==> config.mk <==
export PLATFORM = sky130hd
export DESIGN_NAME = flash_op_sequencer
export DESIGN_NICKNAME = d
export VERILOG_FILES = /design/src/rtl/flash_seq_pkg.sv /design/src/rtl/flash_seq_walker.sv /design/src/rtl/flash_seq_suspend.sv /design/src/rtl/flash_seq_status.sv /design/src/rtl/flash_op_sequencer.sv
export SDC_FILE = /design/constraint.sdc
export NUM_CORES = 1
export LEC_CHECK = 0
export ABC_AREA = 1
export BUFFER_PORTS_ARGS = -buffer_cell sky130_fd_sc_hd__buf_2
export CORE_MARGIN = 2
export CORE_UTILIZATION = 51
export CTS_CLUSTER_DIAMETER = 200
export CTS_CLUSTER_SIZE = 12
export DETAILED_ROUTE_END_ITERATION = 8
export GPL_TIMING_DRIVEN = 0
export HOLD_SLACK_MARGIN = 0.15
export PLACE_DENSITY = 0.79
export SETUP_SLACK_MARGIN = 0.15
export SLEW_MARGIN = 20
export SYNTH_ARGS = -nofsm -noshare
export SYNTH_HDL_FRONTEND = slang
export SYNTH_SLANG_ARGS = --single-unit
export TNS_END_PERCENT = 1
==> constraint.sdc <==
create_clock -name clk_i -period 1.7 [get_ports clk_i]
set_input_delay 0.255 -clock clk_i [delete_from_list [all_inputs] [get_ports clk_i]]
set_output_delay 0.255 -clock clk_i [all_outputs]
set_load 0.01 [all_outputs]
==> src/rtl/flash_seq_pkg.sv <==
package flash_seq_pkg;

  typedef enum logic [1:0] {
    OP_READ  = 2'd0,
    OP_PROG  = 2'd1,
    OP_ERASE = 2'd2,
    OP_RSVD  = 2'd3
  } fop_e;

  typedef enum logic {
    S_IDLE = 1'b0,
    S_RUN  = 1'b1
  } fseq_state_e;

  typedef struct packed {
    fop_e op;
    logic repair;
    logic bank;
    logic info;
  } fmode_t;

endpackage

==> src/rtl/flash_seq_walker.sv <==
module flash_seq_walker
  import flash_seq_pkg::*;
#(
  parameter int ADDR_W         = 9,
  parameter int NUM_W          = 12,
  parameter int WORD_BYTES     = 4,
  parameter int WORDS_PER_PAGE = 16,
  parameter int PAGES_PER_BANK = 4
) (
  input  logic              clk_i,
  input  logic              rst_ni,
  input  logic              load_i,
  input  fop_e              op_i,
  input  logic              bank_i,
  input  logic [ADDR_W-1:0] raw_addr_i,
  input  logic [NUM_W-1:0]  num_i,
  input  logic              step_i,
  output logic [ADDR_W-1:0] addr_o,
  output logic              last_o
);
  localparam int WORD_LSB = $clog2(WORD_BYTES);
  localparam int PAGE_LSB = WORD_LSB + $clog2(WORDS_PER_PAGE);
  localparam int BANK_LSB = PAGE_LSB + $clog2(PAGES_PER_BANK);
  localparam logic [ADDR_W-1:0] WORD_MASK = {ADDR_W{1'b1}} << WORD_LSB;
  localparam logic [ADDR_W-1:0] PAGE_MASK = {ADDR_W{1'b1}} << PAGE_LSB;
  localparam logic [ADDR_W-1:0] BANK_MASK = {ADDR_W{1'b1}} << BANK_LSB;

  logic [ADDR_W-1:0] addr_q, addr_d, aligned;
  logic [NUM_W-1:0]  cnt_q, cnt_d;

  always_comb begin
    if (op_i == OP_ERASE) aligned = raw_addr_i & (bank_i ? BANK_MASK : PAGE_MASK);
    else                  aligned = raw_addr_i & WORD_MASK;
  end

  always_comb begin
    addr_d = addr_q;
    cnt_d  = cnt_q;
    if (load_i) begin
      addr_d = aligned;
      cnt_d  = num_i;
    end else if (step_i) begin
      addr_d = addr_q + ADDR_W'(WORD_BYTES);
      cnt_d  = cnt_q - NUM_W'(1);
    end
  end

  always_ff @(posedge clk_i or negedge rst_ni) begin
    if (!rst_ni) begin
      addr_q <= '0;
      cnt_q  <= '0;
    end else if (load_i || step_i) begin
      addr_q <= addr_d;
      cnt_q  <= cnt_d;
    end
  end

  assign addr_o = addr_q;
  assign last_o = (cnt_q == '0);
endmodule

==> src/rtl/flash_seq_suspend.sv <==
module flash_seq_suspend (
  input  logic clk_i,
  input  logic rst_ni,
  input  logic req_i,
  input  logic erase_active_i,
  input  logic ack_i,
  output logic pend_o
);
  logic pend_q, pend_d;

  always_comb begin
    pend_d = erase_active_i & (pend_q | req_i) & ~(pend_q & ack_i);
  end

  always_ff @(posedge clk_i or negedge rst_ni) begin
    if (!rst_ni) pend_q <= 1'b0;
    else         pend_q <= pend_d;
  end

  assign pend_o = pend_q;
endmodule

==> src/rtl/flash_seq_status.sv <==
module flash_seq_status #(
  parameter int ADDR_W = 9
) (
  input  logic              clk_i,
  input  logic              rst_ni,
  input  logic              fin_i,
  input  logic              fin_err_i,
  input  logic              perm_err_i,
  input  logic              ptype_err_i,
  input  logic [ADDR_W-1:0] fail_addr_i,
  input  logic [1:0]        clr_i,
  output logic              done_o,
  output logic              err_o,
  output logic              err_perm_o,
  output logic              err_ptype_o,
  output logic [ADDR_W-1:0] err_addr_o,
  output logic              irq_o
);
  logic              done_q, done_d, err_q, err_d;
  logic              perm_q, perm_d, ptype_q, ptype_d, irq_q;
  logic [ADDR_W-1:0] eaddr_q;

  always_comb begin
    done_d  = fin_i       | (done_q  & ~clr_i[0]);
    err_d   = fin_err_i   | (err_q   & ~clr_i[1]);
    perm_d  = perm_err_i  | (perm_q  & ~clr_i[1]);
    ptype_d = ptype_err_i | (ptype_q & ~clr_i[1]);
  end

  always_ff @(posedge clk_i or negedge rst_ni) begin
    if (!rst_ni) begin
      done_q  <= 1'b0;
      err_q   <= 1'b0;
      perm_q  <= 1'b0;
      ptype_q <= 1'b0;
      irq_q   <= 1'b0;
    end else begin
      done_q  <= done_d;
      err_q   <= err_d;
      perm_q  <= perm_d;
      ptype_q <= ptype_d;
      irq_q   <= fin_i;
    end
  end

  always_ff @(posedge clk_i or negedge rst_ni) begin
    if (!rst_ni)         eaddr_q <= '0;
    else if (perm_err_i) eaddr_q <= fail_addr_i;
  end

  assign done_o      = done_q;
  assign err_o       = err_q;
  assign err_perm_o  = perm_q;
  assign err_ptype_o = ptype_q;
  assign err_addr_o  = eaddr_q;
  assign irq_o       = irq_q;
endmodule

==> src/rtl/flash_op_sequencer.sv <==
module flash_op_sequencer
  import flash_seq_pkg::*;
#(
  parameter int ADDR_W         = 9,
  parameter int NUM_W          = 12,
  parameter int WORD_BYTES     = 4,
  parameter int WORDS_PER_PAGE = 16,
  parameter int PAGES_PER_BANK = 4
) (
  input  logic              clk_i,
  input  logic              rst_ni,
  input  logic              cmd_we_i,
  input  logic              cmd_start_i,
  input  logic [1:0]        cmd_op_i,
  input  logic              cmd_repair_i,
  input  logic              cmd_bank_i,
  input  logic              cmd_info_i,
  input  logic [NUM_W-1:0]  cmd_num_i,
  input  logic [ADDR_W-1:0] cmd_addr_i,
  output logic              cmd_lock_en_o,
  output logic [1:0]        cmd_op_o,
  output logic [NUM_W-1:0]  cmd_num_o,
  output logic [ADDR_W-1:0] cmd_addr_o,
  input  logic [1:0]        ptype_clear_i,
  output logic [1:0]        ptype_en_o,
  input  logic              grant_i,
  input  logic [1:0]        status_clr_i,
  output logic              done_o,
  output logic              err_o,
  output logic              err_perm_o,
  output logic              err_ptype_o,
  output logic [ADDR_W-1:0] err_addr_o,
  output logic              op_done_irq_o,
  input  logic              suspend_req_i,
  output logic              suspend_pending_o,
  output logic              flash_suspend_o,
  input  logic              flash_suspend_ack_i,
  output logic              fl_req_o,
  output logic [1:0]        fl_op_o,
  output logic              fl_repair_o,
  output logic              fl_bank_o,
  output logic              fl_info_o,
  output logic [ADDR_W-1:0] fl_addr_o,
  input  logic              fl_ack_i
);
  fseq_state_e       state_q, state_d;
  fmode_t            mode_q, mode_d;
  logic [NUM_W-1:0]  num_q;
  logic [ADDR_W-1:0] raw_q;
  logic [1:0]        pten_q, pten_d;
  logic capture, start, running, bad_op, bad_type, issue;
  logic fin, fin_err, perm_err, ptype_err, step, last, susp_pend;

  // command capture is only possible while unlocked
  assign capture = cmd_we_i && (state_q == S_IDLE);
  assign start   = capture && cmd_start_i;
  assign running = (state_q == S_RUN);

  always_comb begin
    mode_d.op     = fop_e'(cmd_op_i);
    mode_d.repair = cmd_repair_i;
    mode_d.bank   = cmd_bank_i;
    mode_d.info   = cmd_info_i;
  end

  always_ff @(posedge clk_i or negedge rst_ni) begin
    if (!rst_ni) begin
      mode_q <= '0;
      num_q  <= '0;
      raw_q  <= '0;
    end else if (capture) begin
      mode_q <= mode_d;
      num_q  <= cmd_num_i;
      raw_q  <= cmd_addr_i;
    end
  end

  // program-type enables: clear-only
  assign pten_d = pten_q & ~ptype_clear_i;
  always_ff @(posedge clk_i or negedge rst_ni) begin
    if (!rst_ni) pten_q <= 2'b11;
    else         pten_q <= pten_d;
  end

  always_comb begin
    bad_op    = running && (mode_q.op == OP_RSVD);
    bad_type  = running && (mode_q.op == OP_PROG) && !pten_q[mode_q.repair];
    issue     = running && !bad_op && !bad_type && grant_i;
    perm_err  = running && !bad_op && !bad_type && !grant_i;
    ptype_err = bad_type;
    fin_err   = bad_op || bad_type || perm_err;
    fin       = fin_err || (issue && fl_ack_i && ((mode_q.op == OP_ERASE) || last));
    step      = issue && fl_ack_i && !fin;
  end

  always_comb begin
    state_d = state_q;
    unique case (state_q)
      S_IDLE:  if (start) state_d = S_RUN;
      S_RUN:   if (fin)   state_d = S_IDLE;
      default: state_d = S_IDLE;
    endcase
  end

  always_ff @(posedge clk_i or negedge rst_ni) begin
    if (!rst_ni) state_q <= S_IDLE;
    else         state_q <= state_d;
  end

  flash_seq_walker #(
    .ADDR_W(ADDR_W), .NUM_W(NUM_W), .WORD_BYTES(WORD_BYTES),
    .WORDS_PER_PAGE(WORDS_PER_PAGE), .PAGES_PER_BANK(PAGES_PER_BANK)
  ) u_walker (
    .clk_i(clk_i), .rst_ni(rst_ni), .load_i(start), .op_i(mode_d.op),
    .bank_i(cmd_bank_i), .raw_addr_i(cmd_addr_i), .num_i(cmd_num_i),
    .step_i(step), .addr_o(fl_addr_o), .last_o(last)
  );

  flash_seq_suspend u_susp (
    .clk_i(clk_i), .rst_ni(rst_ni), .req_i(suspend_req_i),
    .erase_active_i(running && (mode_q.op == OP_ERASE) && !fin),
    .ack_i(flash_suspend_ack_i), .pend_o(susp_pend)
  );

  flash_seq_status #(.ADDR_W(ADDR_W)) u_status (
    .clk_i(clk_i), .rst_ni(rst_ni), .fin_i(fin), .fin_err_i(fin_err),
    .perm_err_i(perm_err), .ptype_err_i(ptype_err), .fail_addr_i(fl_addr_o),
    .clr_i(status_clr_i), .done_o(done_o), .err_o(err_o),
    .err_perm_o(err_perm_o), .err_ptype_o(err_ptype_o),
    .err_addr_o(err_addr_o), .irq_o(op_done_irq_o)
  );

  assign cmd_lock_en_o     = !running;
  assign cmd_op_o          = mode_q.op;
  assign cmd_num_o         = num_q;
  assign cmd_addr_o        = raw_q;
  assign ptype_en_o        = pten_q;
  assign suspend_pending_o = susp_pend;
  assign flash_suspend_o   = susp_pend;
  assign fl_req_o          = issue;
  assign fl_op_o           = mode_q.op;
  assign fl_repair_o       = mode_q.repair;
  assign fl_bank_o         = mode_q.bank;
  assign fl_info_o         = mode_q.info;
endmodule

Word-level counts from Yosys, hierarchy flattened
Index checks and enable logic that the tools add are counted.

word-level totals
  register bits = 65
  input port bits = 38
  logic and storage cells = 82

operators by class
  add/sub/neg operators = 2
  magnitude comparators = 1
  equality and inequality tests = 4
  mux-type cells = 11
  bitwise operators = 19
  reductions and logical operators = 28

operators with widths
  cell                                                                          count
  9-bit 2-to-1 mux                                                              3
  12-bit 2-to-1 mux                                                             2
  1-bit logical AND                                                             14
  12-bit zero test                                                              1
  12-bit by 1-bit subtractor with 12-bit output, second input constant          1
  9-bit by 3-bit adder with 9-bit output, second input constant                 1
  9-bit bitwise AND                                                             1
  8-bit 2-to-1 mux                                                              1
  1-bit bitwise AND                                                             7
  2-bit == test, second input constant                                          3
  1-bit zero test                                                               6
  1-bit logical OR                                                              5
  1-bit bitwise OR                                                              5
  1-bit 2-to-1 mux                                                              4
  1-bit NOT                                                                     4
  2-bit bitwise AND                                                             1
  2-bit by 1-bit == test with 1-bit output, second input constant               1
  1-bit by 2-bit less-than comparator with 1-bit output, second input constant  1
  2-bit NOT                                                                     1
  1-bit one-hot mux with 2 select lines                                         1
  2-bit AND reduction                                                           1
  2-bit nonzero test                                                            1

Logic depth before layout (Yosys ltp)
  depth after elaboration = 14
  mapped depth = 11
  mapped depth without buffers = 10

Cells and area by module
A second synthesis with hierarchy kept.

second synthesis, totals
  cell total of the unflattened synthesis = 329
  area, all modules = 3,115.5 um^2

by module, submodules not included
  module              instances  cells an instance  area each (um^2)  seq. area each (um^2)
  flash_op_sequencer  1          97                 1,287.5           728.2
  flash_seq_walker    1          171                1,272.5           475.5
  flash_seq_status    1          56                 515.5             350.3
  flash_seq_suspend   1          5                  40.0              25.0

Least setup slack after synthesis
Ideal clock, no wire load.

  path type = register to register
  start = reg pten_q[1] (netlist: ptype_en_o[1])
  end = reg u_walker.cnt_q[3]
  library setup time = 0.116 ns
  arrival time = 1.470 ns
  data required time = 1.584 ns
  setup slack = 0.114 ns
  cell stages (with the launch flop) = 12
  cell sequence = dfstp_2 > inv_1 > nand2_1 > nand2_1 > nand2_1 > nand3_1 > nor2_2 > nand3_2 > buf_6 > buf_12 > nand3_2 > nand2_1

between the ends
  word-level cells in the longest chain between the ends = 14

RTL lines
  what                                                                     line                                                RTL
  start: declaration                                                       flash_op_sequencer.sv:50                            logic [1:0] pten_q, pten_d;
  start signal: assignment                                                 flash_op_sequencer.sv:82                            else pten_q <= pten_d;
  1-bit 2-to-1 mux (not written as such) (*) (2 in series)                 flash_op_sequencer.sv:87                            bad_type = running && (mode_q.op == OP_PROG) && !pten_q[mode_q.repair];
  1-bit zero test (*)                                                      flash_op_sequencer.sv:87
  1-bit logical AND (*)                                                    flash_op_sequencer.sv:87
  1-bit zero test                                                          flash_op_sequencer.sv:88, flash_op_sequencer.sv:89
  1-bit logical AND                                                        flash_op_sequencer.sv:88, flash_op_sequencer.sv:89
  1-bit logical AND                                                        flash_op_sequencer.sv:88                            issue = running && !bad_op && !bad_type && grant_i;
  1-bit logical AND                                                        flash_op_sequencer.sv:92, flash_op_sequencer.sv:93
  1-bit logical AND                                                        flash_op_sequencer.sv:92                            fin = fin_err || (issue && fl_ack_i && ((mode_q.op == OP_ERASE) || last));
  1-bit logical OR                                                         flash_op_sequencer.sv:92
  1-bit zero test                                                          flash_op_sequencer.sv:93                            step = issue && fl_ack_i && !fin;
  1-bit logical AND (*)                                                    flash_op_sequencer.sv:93
  2-bit nonzero test (no line) / 1-bit logical OR (equally long branches)  --
  2-bit AND reduction (no line) (*)                                        --
  end signal: assignment                                                   flash_seq_walker.sv:54                              cnt_q <= cnt_d;
  end: declaration                                                         flash_seq_walker.sv:29                              logic [NUM_W-1:0] cnt_q, cnt_d;

Every way passes the cells marked *; elsewhere a longest branch is shown, timed or not. The select of a mux whose other input is x is not followed.
A chain may end at the register's enable or synchronous reset.

Worst setup path in the final report
  start = reg pten_q[1] (netlist: ptype_en_o[1])
  end = reg u_walker.cnt_q[1]

Same word-level chain as after synthesis.

==> metrics.csv <==
metric,value,unit
yosysWarnings,0,
maxSlewViolCount,0,
start_kind,register,
grt_pass1_wl,14400,microns
final-setup-viol-count,2,
cp-end-kind,register,
vias,3207,
crit_fanout,10,
fp.dieArea,6810,sq um
drc,0,
core,5960,sq um
fp.dieW,82.6,microns
ys_seq_area_share,48.6,%
pin_count,95,
cts.path.max_buffers,2,
nNetsFinal,580,
required,1.93,ns
arrival,1.94,ns
grt_pass1_vias,3112,
ys_types,31,
grt_overflow,0,
yosys_register_bits,61,
synth_cells,403,
vdd_drop_max,0.998,mV
place.detailed.hpwl,5890,microns
fin_crit_sh,100,%
rsz0062_at_grt,yes,
grt_use_total,28.7,%
postSynthAreaPerCell,7.81,sq um
postLayoutSetupSlackWorst,-0.00478,ns
hold_end,cmd_num_o[7]$_DFFE_PN0P_,
synth_area,3150,sq um
nFillCells,458,
grt_start_max_net_pins,62,
total_power,7.60,mW
p_sw_share,42.7,%
clock_latency,0.35,ns
fin_cells,619,
path_clk_slew,0.08,ns
vias_per_cell,5.18,
finalClockSkew,0.0188,ns
reg2reg_depth,9,
synthToLayoutAreaGrowth,38.1,%
wl_per_cell,15.3,microns
routed_wl,9480,microns
globalplace.congestion,0.867,
outcome,"finished, violations left",
postRouteAntennaNets,0,
leakagePower,2.36,nW
p_comb_share,45.9,%
hold_viol_final,0,
cts-root-buf,clkbuf_8,
clock_sinks,61,
maxCapViolCount,0,
fp.dieH,82.6,microns
period_minus_slack,1.70,ns
cts_tree,done,
portBuffers,89,
drtIter0Drc,214,
p_int,4.36,mW
htree_levels,3,
initial_core_util,52.8,%
diodes,0,
relSlewSlack,47.2,%
whs_path_depth,3,
dr.pass1.iters,4,
fmax,587,MHz
crit_type,reg -> reg,
r2r-start,ptype_en_o[1]$_DFF_PN1_,
sequentialPowerShare,34.6,%
violations,setup timing,
drive_gt1_share,34.2,%
placementRows,28,
antenna_found_initial,0,
power-per-cell-area,1750,nW/um^2
place_inst,570,
p_clk_share,19.5,%
p_sw,3.24,mW
worstMarginPinSlew,0.791,ns
min_path_type,in -> reg,
rr_endpoint,u_walker.cnt_q[1]$_DFFE_PN0P_,
cts_made_buffers,9,
hp-start,cmd_num_i[7],
rrSetupSlack,-0.005,ns
sequential cells by signal, summed over array words and instances, names as in the netlist:
signal,flops
cmd_num_o,12
fl_bank_o,1
u_status.done_o,1
fl_info_o,1
u_susp.pend_o,1
u_walker.cnt_q,12
u_status.err_perm_o,1
u_status.err_o,1
u_status.err_ptype_o,1
u_status.irq_o,1
cmd_addr_o,9
fl_repair_o,1
u_status.err_addr_o,7
cmd_op_o,2
ptype_en_o,2
u_walker.addr_o,7
running,1
stage by stage:
step                      area (sq um)  hold WS (ns)  utilization (%)  setup WS, ns  TNS (ns)
after detailed placement          3710         0.373             62.4       -0.0658    -0.133
after CTS                         4230         0.151             71.0        0.0270         0
after global placement            3710         0.371             62.3       -0.0665   -0.0665
final                             4350         0.158             73.0      -0.00478  -0.00579
after global routing              4350         0.155             73.0       -0.0765    -0.911
after floorplan                   3170       -0.0406                -         0.126         0
per-layer routing:
metal | part of all wire (%) | vias to the layer above | track usage (%) | wire length [microns]
met5 | 0 | - | 0 | 0
met1 | 39 | 1514 | 33.7 | 3680
met3 | 6.2 | 28 | 5.11 | 583
li1 | - | 1538 | - | -
met2 | 52 | 127 | 49.6 | 4950
met4 | 2.8 | 0 | 15.6 | 263
repair_timing:
| item | CTS | global route |
|---|---|---|
| hold buffers | 18 | 0 |
| endpoints found under the setup margin | 24 | 40 |
| pin swaps | 4 | 6 |
| setup buffers | 12 | 3 |
| hold endpoints to repair | 77 | 0 |
| resized for setup | 9 | 24 |
power by group through the flow:
stage | clock network [mW] | registers [mW] | logic [mW]
after floorplan | 0 | 2.78 | 1.78
after global placement | 0 | 2.58 | 2.99
after detailed placement | 0 | 2.61 | 3.07
after CTS | 1.47 | 2.58 | 3.22
after global routing | 1.54 | 2.70 | 3.91
final | 1.48 | 2.63 | 3.49
cell usage after synthesis, drive strengths merged:
cell type  count  area share [%]
inv           36             4.3
or2            1            0.20
dfstp          2             1.7
a32oi          1            0.28
o22ai          3            0.60
o211ai         2            0.48
o21bai         1            0.24
buf           19             4.6
nand3         36             7.5
a21boi         1            0.24
o21a           3            0.72
dfrtp         59              47
nor3           2            0.32
ha             3             1.2
o21ai         30             4.8
a21oi          8             1.3
nand2        158              19
nand4          1            0.20
xor2           2            0.56
clkbuf         2            0.24
nor2          31             4.1
conb           1            0.12
o32ai          1            0.28
worst max-delay path, cell delays in order, from the launching register on:
cell and delay (ns):
dfstp_2 0.54, inv_2 0.04, nand2_2 0.07, nand2_4 0.07, a21oi_2 0.30, nand3_4 0.13
buf_8 0.16, buf_12 0.15, nand3_2 0.06, nand2_1 0.05
cell families after synthesis:
group	Yosys count	share of synthesized area, %
other cells	1	0.119
flops	61	48.6
compound gates	50	8.87
buf+inv	57	9.14
fa+ha+maj	3	1.19
xor+xnor	2	0.557
simple gates	229	31.5
cell type report:
cell class	instances	area [sq um]	share of cell area, %
inverters	36	138	3.17
clock inverters	4	72.6	1.67
plain buffers	21	161	3.71
clock buffers	12	145	3.34
multi-input cells	288	1450	33.2
well taps	75	93.8	2.16
flip-flops and latches	61	1530	35.2
repair buffers	122	759	17.5
cell usage in the layout (no fill, tap or decap), types with 8 or more instances in the layout:
master	synthesis	routed
nand3_1	25	21
buf_4	9	23
nand2_1	155	147
o21ai_0	30	30
dfrtp_1	59	57
nand2_2	2	8
inv_1	34	30
nor2_1	26	23
dlygate4sd3_1	0	18
buf_2	7	94
nand3_2	11	13
clkbuf_8	0	10
worst max-delay path by stage:
stage / startpoint / endpoint / slack, ns / depth (start not counted)
2_1_floorplan: ptype_en_o[0]$_DFF_PN1_ / u_walker.cnt_q[3]$_DFFE_PN0P_ / 0.13 / 11
3_3_place_gp: u_walker.cnt_q[0]$_DFFE_PN0P_ / u_walker.cnt_q[8]$_DFFE_PN0P_ / -0.07 / 9
3_5_place_dp: u_walker.cnt_q[0]$_DFFE_PN0P_ / u_walker.cnt_q[8]$_DFFE_PN0P_ / -0.07 / 9
4_1_cts: ptype_en_o[1]$_DFF_PN1_ / fl_req_o / 0.03 / 7
5_1_grt: cmd_op_o[1]$_DFFE_PN0P_ / u_walker.cnt_q[1]$_DFFE_PN0P_ / -0.08 / 9
6_report: ptype_en_o[1]$_DFF_PN1_ / u_walker.cnt_q[1]$_DFFE_PN0P_ / -0.005 / 9
(Power assumes the default switching activity.)
